File: config.mk
export PLATFORM = sky130hd
export DESIGN_NAME = bus_event_recognizer
export DESIGN_NICKNAME = d
export VERILOG_FILES = /design/src/rtl/ber_pkg.sv /design/src/rtl/ber_datapath.sv /design/src/rtl/ber_control.sv /design/src/rtl/bus_event_recognizer.sv
export SDC_FILE = /design/constraint.sdc
export NUM_CORES = 1
export LEC_CHECK = 0
export BUFFER_PORTS_ARGS = -buffer_cell sky130_fd_sc_hd__buf_2
export CAP_MARGIN = 20
export CORE_ASPECT_RATIO = 1.2
export CORE_MARGIN = 4
export CORE_UTILIZATION = 54
export CTS_CLUSTER_DIAMETER = 40
export DETAILED_ROUTE_END_ITERATION = 16
export PLACE_DENSITY = 0.75
export SYNTH_ARGS = -nofsm -noshare
export SYNTH_HDL_FRONTEND = slang
export SYNTH_SLANG_ARGS = --single-unit
export TNS_END_PERCENT = 30
File: constraint.sdc
create_clock -name clk -period 5.39 [get_ports clk]
set_clock_uncertainty 0.1 [all_clocks]
set_input_delay 1.078 -clock clk [delete_from_list [all_inputs] [get_ports clk]]
set_output_delay 1.078 -clock clk [all_outputs]
set_load 0.01 [all_outputs]
File: src/rtl/ber_pkg.sv
package ber_pkg;

  typedef enum logic [2:0] {
    FLD_LO   = 3'd0,
    FLD_HI   = 3'd1,
    FLD_VAL  = 3'd2,
    FLD_MASK = 3'd3,
    FLD_TYPE = 3'd4
  } cmpField_e;

  typedef struct packed {
    logic      wrEn;
    logic [2:0] cmpIdx;
    cmpField_e field;
  } cfgStrobe_t;

  localparam int CFG_AW    = 6;
  localparam int SEQ_BASE  = 32;
  localparam int LEN_ADDR  = 40;
  localparam int ACT_ADDR  = 41;
  localparam int SRST_ADDR = 42;

endpackage

File: src/rtl/ber_datapath.sv
module ber_datapath
  import ber_pkg::*;
#(
  parameter int ADDR_W  = 16,
  parameter int DATA_W  = 16,
  parameter int NUM_CMP = 4
) (
  input  logic               clk,
  input  logic               rstN,
  input  cfgStrobe_t         strobe,
  input  logic [DATA_W-1:0]  cfgWrData,
  input  logic               busValid,
  input  logic               busWrite,
  input  logic [ADDR_W-1:0]  busAddr,
  input  logic [DATA_W-1:0]  busData,
  output logic [NUM_CMP-1:0] hitNow,
  output logic [NUM_CMP-1:0] hitQ
);

  for (genvar k = 0; k < NUM_CMP; k++) begin : g_cmp
    logic [ADDR_W-1:0] loQ, hiQ;
    logic [DATA_W-1:0] valQ, maskQ;
    logic [1:0]        typeQ;
    logic              wrHere, typeOk, addrOk, dataOk;

    assign wrHere = strobe.wrEn && (strobe.cmpIdx == 3'(k));

    always_ff @(posedge clk or negedge rstN) begin
      if (!rstN) begin
        loQ   <= '0;
        hiQ   <= '0;
        valQ  <= '0;
        maskQ <= '0;
        typeQ <= '0;
      end else if (wrHere) begin
        case (strobe.field)
          FLD_LO:   loQ   <= cfgWrData[ADDR_W-1:0];
          FLD_HI:   hiQ   <= cfgWrData[ADDR_W-1:0];
          FLD_VAL:  valQ  <= cfgWrData;
          FLD_MASK: maskQ <= cfgWrData;
          FLD_TYPE: typeQ <= cfgWrData[1:0];
          default:  ;
        endcase
      end
    end

    always_comb begin
      typeOk = busWrite ? typeQ[1] : typeQ[0];
      addrOk = (busAddr >= loQ) && (busAddr <= hiQ);
      dataOk = ((busData ^ valQ) & maskQ) == '0;
    end

    assign hitNow[k] = busValid && typeOk && addrOk && dataOk;

    // a registered hit only follows a valid transfer
    a_r1_hit_needs_valid: assert property (@(posedge clk) disable iff (!rstN)
      hitQ[k] |-> $past(busValid));
    // the direction of the transfer was accepted by the type field
    a_r4_type_gate: assert property (@(posedge clk) disable iff (!rstN)
      hitQ[k] |-> ($past(busWrite) ? $past(typeQ[1]) : $past(typeQ[0])));
    // an inverted window never produces a hit
    a_r2_window_order: assert property (@(posedge clk) disable iff (!rstN)
      hitQ[k] |-> $past(loQ <= hiQ));
  end

  always_ff @(posedge clk or negedge rstN) begin
    if (!rstN) hitQ <= '0;
    else       hitQ <= hitNow;
  end

endmodule

File: src/rtl/ber_control.sv
module ber_control
  import ber_pkg::*;
#(
  parameter int NUM_CMP   = 4,
  parameter int NUM_STEPS = 4
) (
  input  logic               clk,
  input  logic               rstN,
  input  logic               cfgWrEn,
  input  logic [CFG_AW-1:0]  cfgAddr,
  input  logic [2:0]         ctlData,
  input  logic [NUM_CMP-1:0] hitNow,
  output cfgStrobe_t         strobe,
  output logic               trigger,
  output logic               bkptReq,
  output logic               traceOn,
  output logic               traceOff
);

  localparam int SEL_W    = (NUM_CMP > 1) ? $clog2(NUM_CMP) : 1;
  localparam int STEP_W   = (NUM_STEPS > 1) ? $clog2(NUM_STEPS) : 1;
  localparam int CMP_SPAN = NUM_CMP * 8;

  logic [NUM_STEPS-1:0][SEL_W-1:0] stepSel;
  logic [STEP_W-1:0] stepIdx, seqLast;
  logic [2:0]        actQ;
  logic              lenWr, actWr, srstWr;
  logic [SEL_W-1:0]  curSel;
  logic              advance, lastStep, fire;

  always_comb begin
    strobe.wrEn   = cfgWrEn && (cfgAddr < CFG_AW'(CMP_SPAN)) && (cfgAddr[2:0] <= 3'd4);
    strobe.cmpIdx = cfgAddr[5:3];
    strobe.field  = (cfgAddr[2:0] <= 3'd4) ? cmpField_e'(cfgAddr[2:0]) : FLD_LO;
  end

  assign lenWr  = cfgWrEn && (cfgAddr == CFG_AW'(LEN_ADDR));
  assign actWr  = cfgWrEn && (cfgAddr == CFG_AW'(ACT_ADDR));
  assign srstWr = cfgWrEn && (cfgAddr == CFG_AW'(SRST_ADDR));

  always_ff @(posedge clk or negedge rstN) begin
    if (!rstN) begin
      stepSel <= '0;
      seqLast <= '0;
      actQ    <= '0;
    end else begin
      for (int s = 0; s < NUM_STEPS; s++)
        if (cfgWrEn && (cfgAddr == CFG_AW'(SEQ_BASE + s)))
          stepSel[s] <= ctlData[SEL_W-1:0];
      if (lenWr) seqLast <= ctlData[STEP_W-1:0];
      if (actWr) actQ <= ctlData;
    end
  end

  always_comb begin
    curSel   = stepSel[stepIdx];
    advance  = hitNow[curSel];
    lastStep = (stepIdx == seqLast);
    fire     = advance && lastStep && !srstWr && !lenWr;
  end

  always_ff @(posedge clk or negedge rstN) begin
    if (!rstN) begin
      stepIdx  <= '0;
      trigger  <= 1'b0;
      bkptReq  <= 1'b0;
      traceOn  <= 1'b0;
      traceOff <= 1'b0;
    end else begin
      if (srstWr || lenWr)  stepIdx <= '0;
      else if (advance)     stepIdx <= lastStep ? '0 : stepIdx + 1'b1;
      trigger  <= fire;
      bkptReq  <= fire && actQ[0];
      traceOn  <= fire && actQ[1];
      traceOff <= fire && actQ[2];
    end
  end

  // the sequencer never runs past the programmed last step
  a_r5_step_bounded: assert property (@(posedge clk) disable iff (!rstN)
    stepIdx <= seqLast);
  // a trigger pulse coincides with the sequencer back at step 0
  a_r5_fire_rewinds: assert property (@(posedge clk) disable iff (!rstN)
    trigger |-> (stepIdx == '0));
  // breakpoint request only accompanies a trigger
  a_r7_bkpt_with_trig: assert property (@(posedge clk) disable iff (!rstN)
    bkptReq |-> trigger);
  // trace pulses only accompany a trigger
  a_r8_trace_with_trig: assert property (@(posedge clk) disable iff (!rstN)
    (traceOn || traceOff) |-> trigger);
  // a restart write clears the step and blocks the trigger
  a_r9_restart: assert property (@(posedge clk) disable iff (!rstN)
    srstWr |=> (stepIdx == '0) && !trigger);

endmodule

File: src/rtl/bus_event_recognizer.sv
module bus_event_recognizer
  import ber_pkg::*;
#(
  parameter int ADDR_W    = 16,
  parameter int DATA_W    = 16,
  parameter int NUM_CMP   = 4,
  parameter int NUM_STEPS = 4
) (
  input  logic               clk,
  input  logic               rstN,
  input  logic               cfgWrEn,
  input  logic [5:0]         cfgAddr,
  input  logic [DATA_W-1:0]  cfgWrData,
  input  logic               busValid,
  input  logic               busWrite,
  input  logic [ADDR_W-1:0]  busAddr,
  input  logic [DATA_W-1:0]  busData,
  output logic [NUM_CMP-1:0] cmpHit,
  output logic               seqTrigger,
  output logic               bkptReq,
  output logic               traceOn,
  output logic               traceOff
);

  cfgStrobe_t         strobe;
  logic [NUM_CMP-1:0] hitNow;

  ber_control #(.NUM_CMP(NUM_CMP), .NUM_STEPS(NUM_STEPS)) u_ctl (
    .clk(clk), .rstN(rstN), .cfgWrEn(cfgWrEn), .cfgAddr(cfgAddr),
    .ctlData(cfgWrData[2:0]), .hitNow(hitNow), .strobe(strobe),
    .trigger(seqTrigger), .bkptReq(bkptReq), .traceOn(traceOn), .traceOff(traceOff)
  );

  ber_datapath #(.ADDR_W(ADDR_W), .DATA_W(DATA_W), .NUM_CMP(NUM_CMP)) u_dp (
    .clk(clk), .rstN(rstN), .strobe(strobe), .cfgWrData(cfgWrData),
    .busValid(busValid), .busWrite(busWrite), .busAddr(busAddr), .busData(busData),
    .hitNow(hitNow), .hitQ(cmpHit)
  );

endmodule

==> impl_metrics.csv, run 1 <==
group,metric,value,unit
power_and_ir_drop,p_clk_share,40.6,%
power_and_ir_drop,p_sw_share,28.0,%
route,drc,0,
global_routing,grt_first_pass_wirelength,58300,um
cts,cts_htree_levels,2,
synth,synth_ff_type,"dfrtp_1",
timing,setup_viol,0,
cts,clkLatencyLatePin,520,ps
cts,cts_setup_buffers,0,
synth,async_reset_ff_share,100,%
setup_path,critPathArrivalTime,3700,ps
power_and_ir_drop,power_frac_comb,18.8,%
setup_path,critPathCaptureType,"flip-flop",
placed_design,io_buffers,66,
cts,path_clk_slew,60,ps
floorplan,die-area,30200,sq um
floorplan,rows,66,
timing,slew_violations,0,
cts,ctsResizeCount,0,
final_layout,final_cell_mix,"287 x dfrtp_1, 186 x mux2_2, 132 x inv_1, 128 x ha_1, 127 x nand2_1",
cts,cts_buffer_depth,3,
power_and_ir_drop,p_per_area,383,nW/um^2
synth,syn_inst,1340,
timing,max_slew_margin,44.3,%
final_layout,final_common_cell,"dfrtp_1",
timing,post-route-period-util,63.2,%
power_and_ir_drop,power.leakage,8.45,nW
cts,clock-sinks,287,
timing,hold_violations,0,
synth,synth_seq_area_share,48.4,%
setup_path,start_kind,"input port",
final_layout,fin_nets,1596,
synth,synth_area_leaders,"dfrtp_1 48%, mux2_2 14%, ha_1 11%",
synth,synth_top_area_share,48.4,%
hold_path,hold_path_class,"flip-flop to flip-flop",
cts,hold_buffers,0,
power_and_ir_drop,net-switching-power,1.81,mW
global_routing,antenna_found_initial,0,
route,wl_per_cell,20.6,um
timing,worst_pin_slew,834,ps
job,drv_cap,0,
synth,synth_nets,1527,
cts,cts_root_buf,"clkbuf_16",
floorplan,die_x,159,um
placed_design,place_hpwl,25500,um
synth,yosys.area_share.simple,8.05,%
synth,synth_xor_area_share,3.89,%
power_and_ir_drop,irDropWorstVdd,0.314,mV
final_layout,final_util,62.3,%
synth,yosys.cell_types.count,55,
synth,synth_compound_area_share,9.73,%
global_routing,grt_overflow_total,0,
floorplan,initial_core_util,54.8,%
cts,cts_tree,"built",
route,antenna_left,0,
route,wl,36700,um
route,vias,10300,
setup_path,path_class,"input port to flip-flop",
timing,final.setup.tns,0,ps
synth,synth_mux_area_share,14.4,%
global_routing,first_global_vias,10800,
synth,syn_area_per_cell,11.1,sq um
power_and_ir_drop,seqPwrFrac,40.6,%
final_layout,area_delta_synth_final,13.7,%
timing,period_minus_slack,3410,ps
timing,hold-worst-slack,399,ps
floorplan,io_pins,67,
route,drt-initial-drc-count,724,
final_layout,layout-drive-gt1-share,23.8,%
global_routing,grt_max_degree,121,
synth,yosys_warnings,0,
timing,max_freq,0.294,GHz
floorplan,core_area,27100,sq um
final_layout,diodes,0,
synth,synth_area,14900,sq um
route,detail_route.first_pass.iterations,6,
synth,yosys.area.top_type,"dfrtp_1",
power_and_ir_drop,internal-power,4.65,mW
synth,synthAdderAreaFrac,10.8,%
timing,rsz0062_at_grt,"false",
floorplan,dieHeight,190,um
synth,synth_top_family_by_area,"multiplexers",
synth,synth-edff-count,0,
global_routing,grt_use_total,24.4,%
placed_design,gp_congestion,0.912,
status,outcome,"finished clean",
setup_path,cp.required,5680,ps
cts,cts_made_buffers,39,
setup_path,worstPathMaxFanout,8,
synth,ys_ff_latch,287,
route,vias_per_cell,5.81,
final cells by class:
class                           count  area (sq um)
Sequential cell                   287          7180
Fill cell                        2119         10200
Tap cell                          340           425
Multi-Input combinational cell    870          6980
Inverter                          132           495
Clock inverter                     17           234
Clock buffer                       53          1110
Timing Repair Buffer               79           458
registers in the layout, summed over array words and instances (netlist names):
register          flops
u_ctl.seqLast         2
u_dp.g_cmp.valQ      64
u_ctl.stepSel         8
u_ctl.actQ            3
u_ctl.stepIdx         2
u_dp.g_cmp.maskQ     64
u_ctl.bkptReq         1
u_ctl.trigger         1
u_dp.g_cmp.typeQ      8
u_dp.hitQ             4
u_ctl.traceOff        1
u_dp.g_cmp.hiQ       64
u_dp.g_cmp.loQ       64
u_ctl.traceOn         1
Yosys cell counts (all sizes together) (2+ instances only):
master,n
nor3,7
and4,3
nor2,28
and3b,3
a21oi,39
and3,2
ha,128
nor4,2
a21o,13
nand4,32
o31ai,6
o21ai,108
o211ai,6
dfrtp,287
xor2,66
mux2,186
mux2i,5
nand2,127
a22oi,25
a2111oi,2
inv,132
a211o,4
buf,8
and2,3
a211oi,10
clkbuf,43
nand2b,4
o21a,3
a21boi,6
nor3b,4
a221o,3
a222oi,3
nor2b,9
nand3,18
nand3b,3
path summary, 6_finish.rpt:
check                                     start                      to  slack (ps)  depth (start not counted)
max reg2reg                u_dp.g_cmp[0].hiQ[1]        u_ctl.stepIdx[1]        2390                         11
max                                  busAddr[1]        u_ctl.stepIdx[1]        1980                         11
min in group asynchronous                  rstN   u_dp.g_cmp[2].loQ[12]         470                          1
min                               u_ctl.actQ[0]           u_ctl.bkptReq         400                          2
max in group asynchronous                  rstN  u_dp.g_cmp[0].maskQ[5]        3650                          2
min reg2reg                       u_ctl.actQ[0]           u_ctl.bkptReq         400                          2
critical path: stages:
cell and delay [ps]:
buf_2 180, ha_1 360, nor2b_1 140, o21ai_0 300, a21boi_0 160, o31ai_1 270, o311ai_1 230, o31ai_2 340
o21ai_2 120, o31a_1 260, o221a_1 240
cells by family (layout without fill, tap and decap cells):
family | Yosys count | count (layout)
compound gates | 235 | 235
mux | 191 | 191
buf+inv | 183 | 281
simple gates | 250 | 250
xor+xnor | 66 | 66
fa+ha+maj | 128 | 128
flops | 287 | 287
layer usage:
metal | share of wire [%] | GRT usage (%) | wire length, um | up-vias
met3 | 4.9 | 3.73 | 1800 | 90
met5 | 0 | 0 | 0 | -
met1 | 40 | 29.9 | 14700 | 5139
met2 | 50 | 43.0 | 18400 | 282
met4 | 4.8 | 11.0 | 1750 | 0
li1 | - | - | - | 4824
power groups by stage:
stage / logic (mW) / registers [mW] / clock network, mW
2_1_floorplan: 0.829 / 2.62 / 0
3_3_place_gp: 1.15 / 2.65 / 0
3_5_place_dp: 1.20 / 2.66 / 0
4_1_cts: 1.22 / 2.63 / 2.67
5_1_grt: 1.37 / 2.66 / 2.76
6_report: 1.21 / 2.63 / 2.63
per-stage QoR:
stage	instances	cell area [sq um]	worst slack [ps]	power (mW)
floorplan	1340	14900	2090	3.45
global placement	1707	15500	1590	3.79
detailed placement	1707	15500	1480	3.86
CTS	1777	16900	2020	6.51
global route	1778	16900	1810	6.79
finish	1778	16900	1980	6.46
(Power assumes the default switching activity.)
==> inputs of run 2 (changes only) <==
Settings changed: ABC_AREA set to 1.
Clock period 5.39 ns to 3.6 ns, I/O delays scaled along.
==> run 2 against run 1 <==
  * Register-to-register slack got worse by 1100 ps
  * Setup slack worse by 750 ps
  * Via count increased by 19%
  * Clock-buffer cell count down 3
  * First-iteration DRC count increased by 23%
  * Critical path depth is 3 lower
==> impl_metrics.csv, run 2 <==
group,metric,value,unit
setup_path,critPathCaptureType,"flip-flop",
cts,cts_root_buf,"clkbuf_16",
timing,hold_violations,0,
cts,cts_htree_levels,2,
synth,synth-edff-count,0,
floorplan,dieHeight,191,um
setup_path,cp.required,3890,ps
route,wl,36900,um
synth,synth_nets,2062,
timing,setup_viol,0,
power_and_ir_drop,total_power,9.36,mW
global_routing,grt_overflow_total,0,
final_layout,final_util,62.2,%
placed_design,gp_congestion,0.904,
final_layout,fillCellCount,2338,
synth,synthAdderAreaFrac,10.6,%
synth,yosys.cell_types.count,31,
status,outcome,"finished clean",
synth,synth_ff_type,"dfrtp_1",
final_layout,fin_nets,2114,
final_layout,finalNonFillerCells,2328,
timing,final.setup.tns,0,ps
synth,synth_area,15100,sq um
setup_path,path_class,"input port to flip-flop",
job,drv_cap,0,
route,drc,0,
power_and_ir_drop,p_per_area,550,nW/um^2
floorplan,die_x,161,um
cts,cts_tree,"built",
timing,post-route-period-util,65.9,%
timing,worst_pin_slew,1010,ps
timing,max_slew_margin,32.7,%
setup_path,start_kind,"input port",
route,vias_per_cell,5.30,
synth,syn_inst,1875,
synth,yosys_warnings,0,
placed_design,place_hpwl,25900,um
synth,syn_area_per_cell,8.07,sq um
synth,ys_ff_latch,287,
synth,synth_mux_area_share,0,%
floorplan,core_area,27300,sq um
cts,ctsResizeCount,0,
final_layout,diodes,0,
power_and_ir_drop,power.leakage,8.43,nW
synth,synth_area_leaders,"dfrtp_1 47%, nand2_1 14%, ha_1 11%",
timing,rsz0062_at_grt,"false",
cts,cts_made_buffers,36,
power_and_ir_drop,irDropWorstVdd,0.444,mV
synth,synth_seq_area_share,47.5,%
route,wl_per_cell,15.8,um
global_routing,grt_max_degree,92,
final_layout,final_cell_area,17000,sq um
timing,max_freq,0.422,GHz
cts,hold_buffers,0,
synth,yosys.area_share.simple,21.7,%
cts,clock-sinks,287,
final_layout,area_delta_synth_final,12.5,%
timing,period_minus_slack,2370,ps
route,drt-initial-drc-count,894,
synth,async_reset_ff_share,100,%
floorplan,die-area,30800,sq um
setup_path,critPathArrivalTime,2660,ps
final_layout,layout-drive-gt1-share,8.65,%
global_routing,first_global_vias,12600,
global_routing,grt_use_total,24.6,%
synth,synth_compound_area_share,12.8,%
floorplan,initial_core_util,55.3,%
setup_path,worstPathMaxFanout,32,
cts,cts_setup_buffers,0,
synth,synth_xor_area_share,0.0579,%
synth,synth_common_cells,"552 x nand2_1, 287 x dfrtp_1, 270 x o21ai_0, 220 x inv_1, 128 x ha_1",
synth,synth_top_area_share,47.5,%
placed_design,dp_cells,2263,
route,vias,12300,
global_routing,antenna_found_initial,4,
cts,clkLatencyLatePin,530,ps
route,antenna_left,0,
floorplan,rows,66,
global_routing,grt_first_pass_wirelength,61600,um
synth,yosys.area.top_type,"dfrtp_1",
hold_path,hold_path_class,"input port to asynchronous set/reset pin",
placed_design,io_buffers,66,
placed_design,dpl_cell_area,15800,sq um
route,detail_route.first_pass.iterations,5,
floorplan,io_pins,67,
final_layout,final_common_cell,"nand2_1",
synth,synth.most_common_cell,"nand2_1",
final_layout,final_cell_mix,"552 x nand2_1, 287 x dfrtp_1, 270 x o21ai_0, 220 x inv_1, 128 x ha_1",
cts,cts_buffer_depth,3,
cts,path_clk_slew,50,ps
timing,slew_violations,0,
synth,synth_top_family_by_area,"simple AND/OR/NAND/NOR gates",
## run 2: cell count changes after synthesis, moves of 25 or more
cell	change
o21ai_0	+163
nand3_1	+56
or2_1	+26
xor2_1	-65
nand2_1	+425
nor2_1	+63
o21ai_1	+36
a22oi_1	-25
mux2_2	-186
inv_1	+88
## run 2: cell type report
cell class | count | area [sq um] | area share, %
Sequential cell | 287 | 7180 | 42.2
Multi-Input combinational cell | 1297 | 6840 | 40.2
Clock buffer | 50 | 1050 | 6.20
Inverter | 223 | 837 | 4.92
Timing Repair Buffer | 82 | 485 | 2.85
Tap cell | 374 | 468 | 2.75
Clock inverter | 15 | 143 | 0.838
## run 2: where the power goes
part	internal (mW)	leakage (nW)	total (mW)	switching [mW]
sequential	3.68	3.78	3.92	0.236
clock	2.14	0.578	3.56	1.42
combinational	0.715	4.07	1.88	1.17
total	6.54	8.43	9.36	2.82
## run 2: path summary, 6_finish.rpt
path	from	end	slack, ps	cells past startpoint
worst min register to register	u_dp.g_cmp[0].maskQ[13]	u_dp.g_cmp[0].maskQ[13]	380	2
worst min-delay path	rstN	u_dp.g_cmp[1].hiQ[10]	60	1
max in group asynchronous	rstN	u_dp.g_cmp[1].valQ[15]	2430	2
worst max-delay path	cfgAddr[0]	u_dp.g_cmp[3].hiQ[3]	1230	8
min in group clk	cfgWrData[5]	u_dp.g_cmp[1].loQ[5]	370	3
worst max register to register	u_dp.g_cmp[2].hiQ[13]	u_ctl.stepIdx[0]	1280	14
## run 2: cells by family after synthesis
group | Yosys count
AOI/OAI and AO/OA | 379
DFF | 287
and+or+nand+nor | 789
buffers and inverters | 291
adders and majority gates | 128
xor gates and xnor gates | 1
## run 2: metrics by stage
step | setup slack (ps) | hold WS [ps]
after floorplan | 1340 | 324
after global routing | 1010 | 97.2
final | 1230 | 58.3
after CTS | 1240 | 74.3
after detailed placement | 682 | 368
after global placement | 810 | 361
## run 2: critical path: stages
cell and delay, ps:
buf_2 120, nor2_2 160, o21ai_1 80, nor2_1 150, nand2_1 190, nor2_2 200
nand2_1 600, o21ai_0 430
## run 2: per-layer routing
layer | global-route usage (%) | wire length (um) | vias up
li1 | - | - | 6139
met1 | 30.0 | 15600 | 5824
met2 | 43.8 | 18400 | 269
met3 | 3.77 | 1470 | 91
met4 | 9.88 | 1360 | 6
met5 | 0 | 39 | -
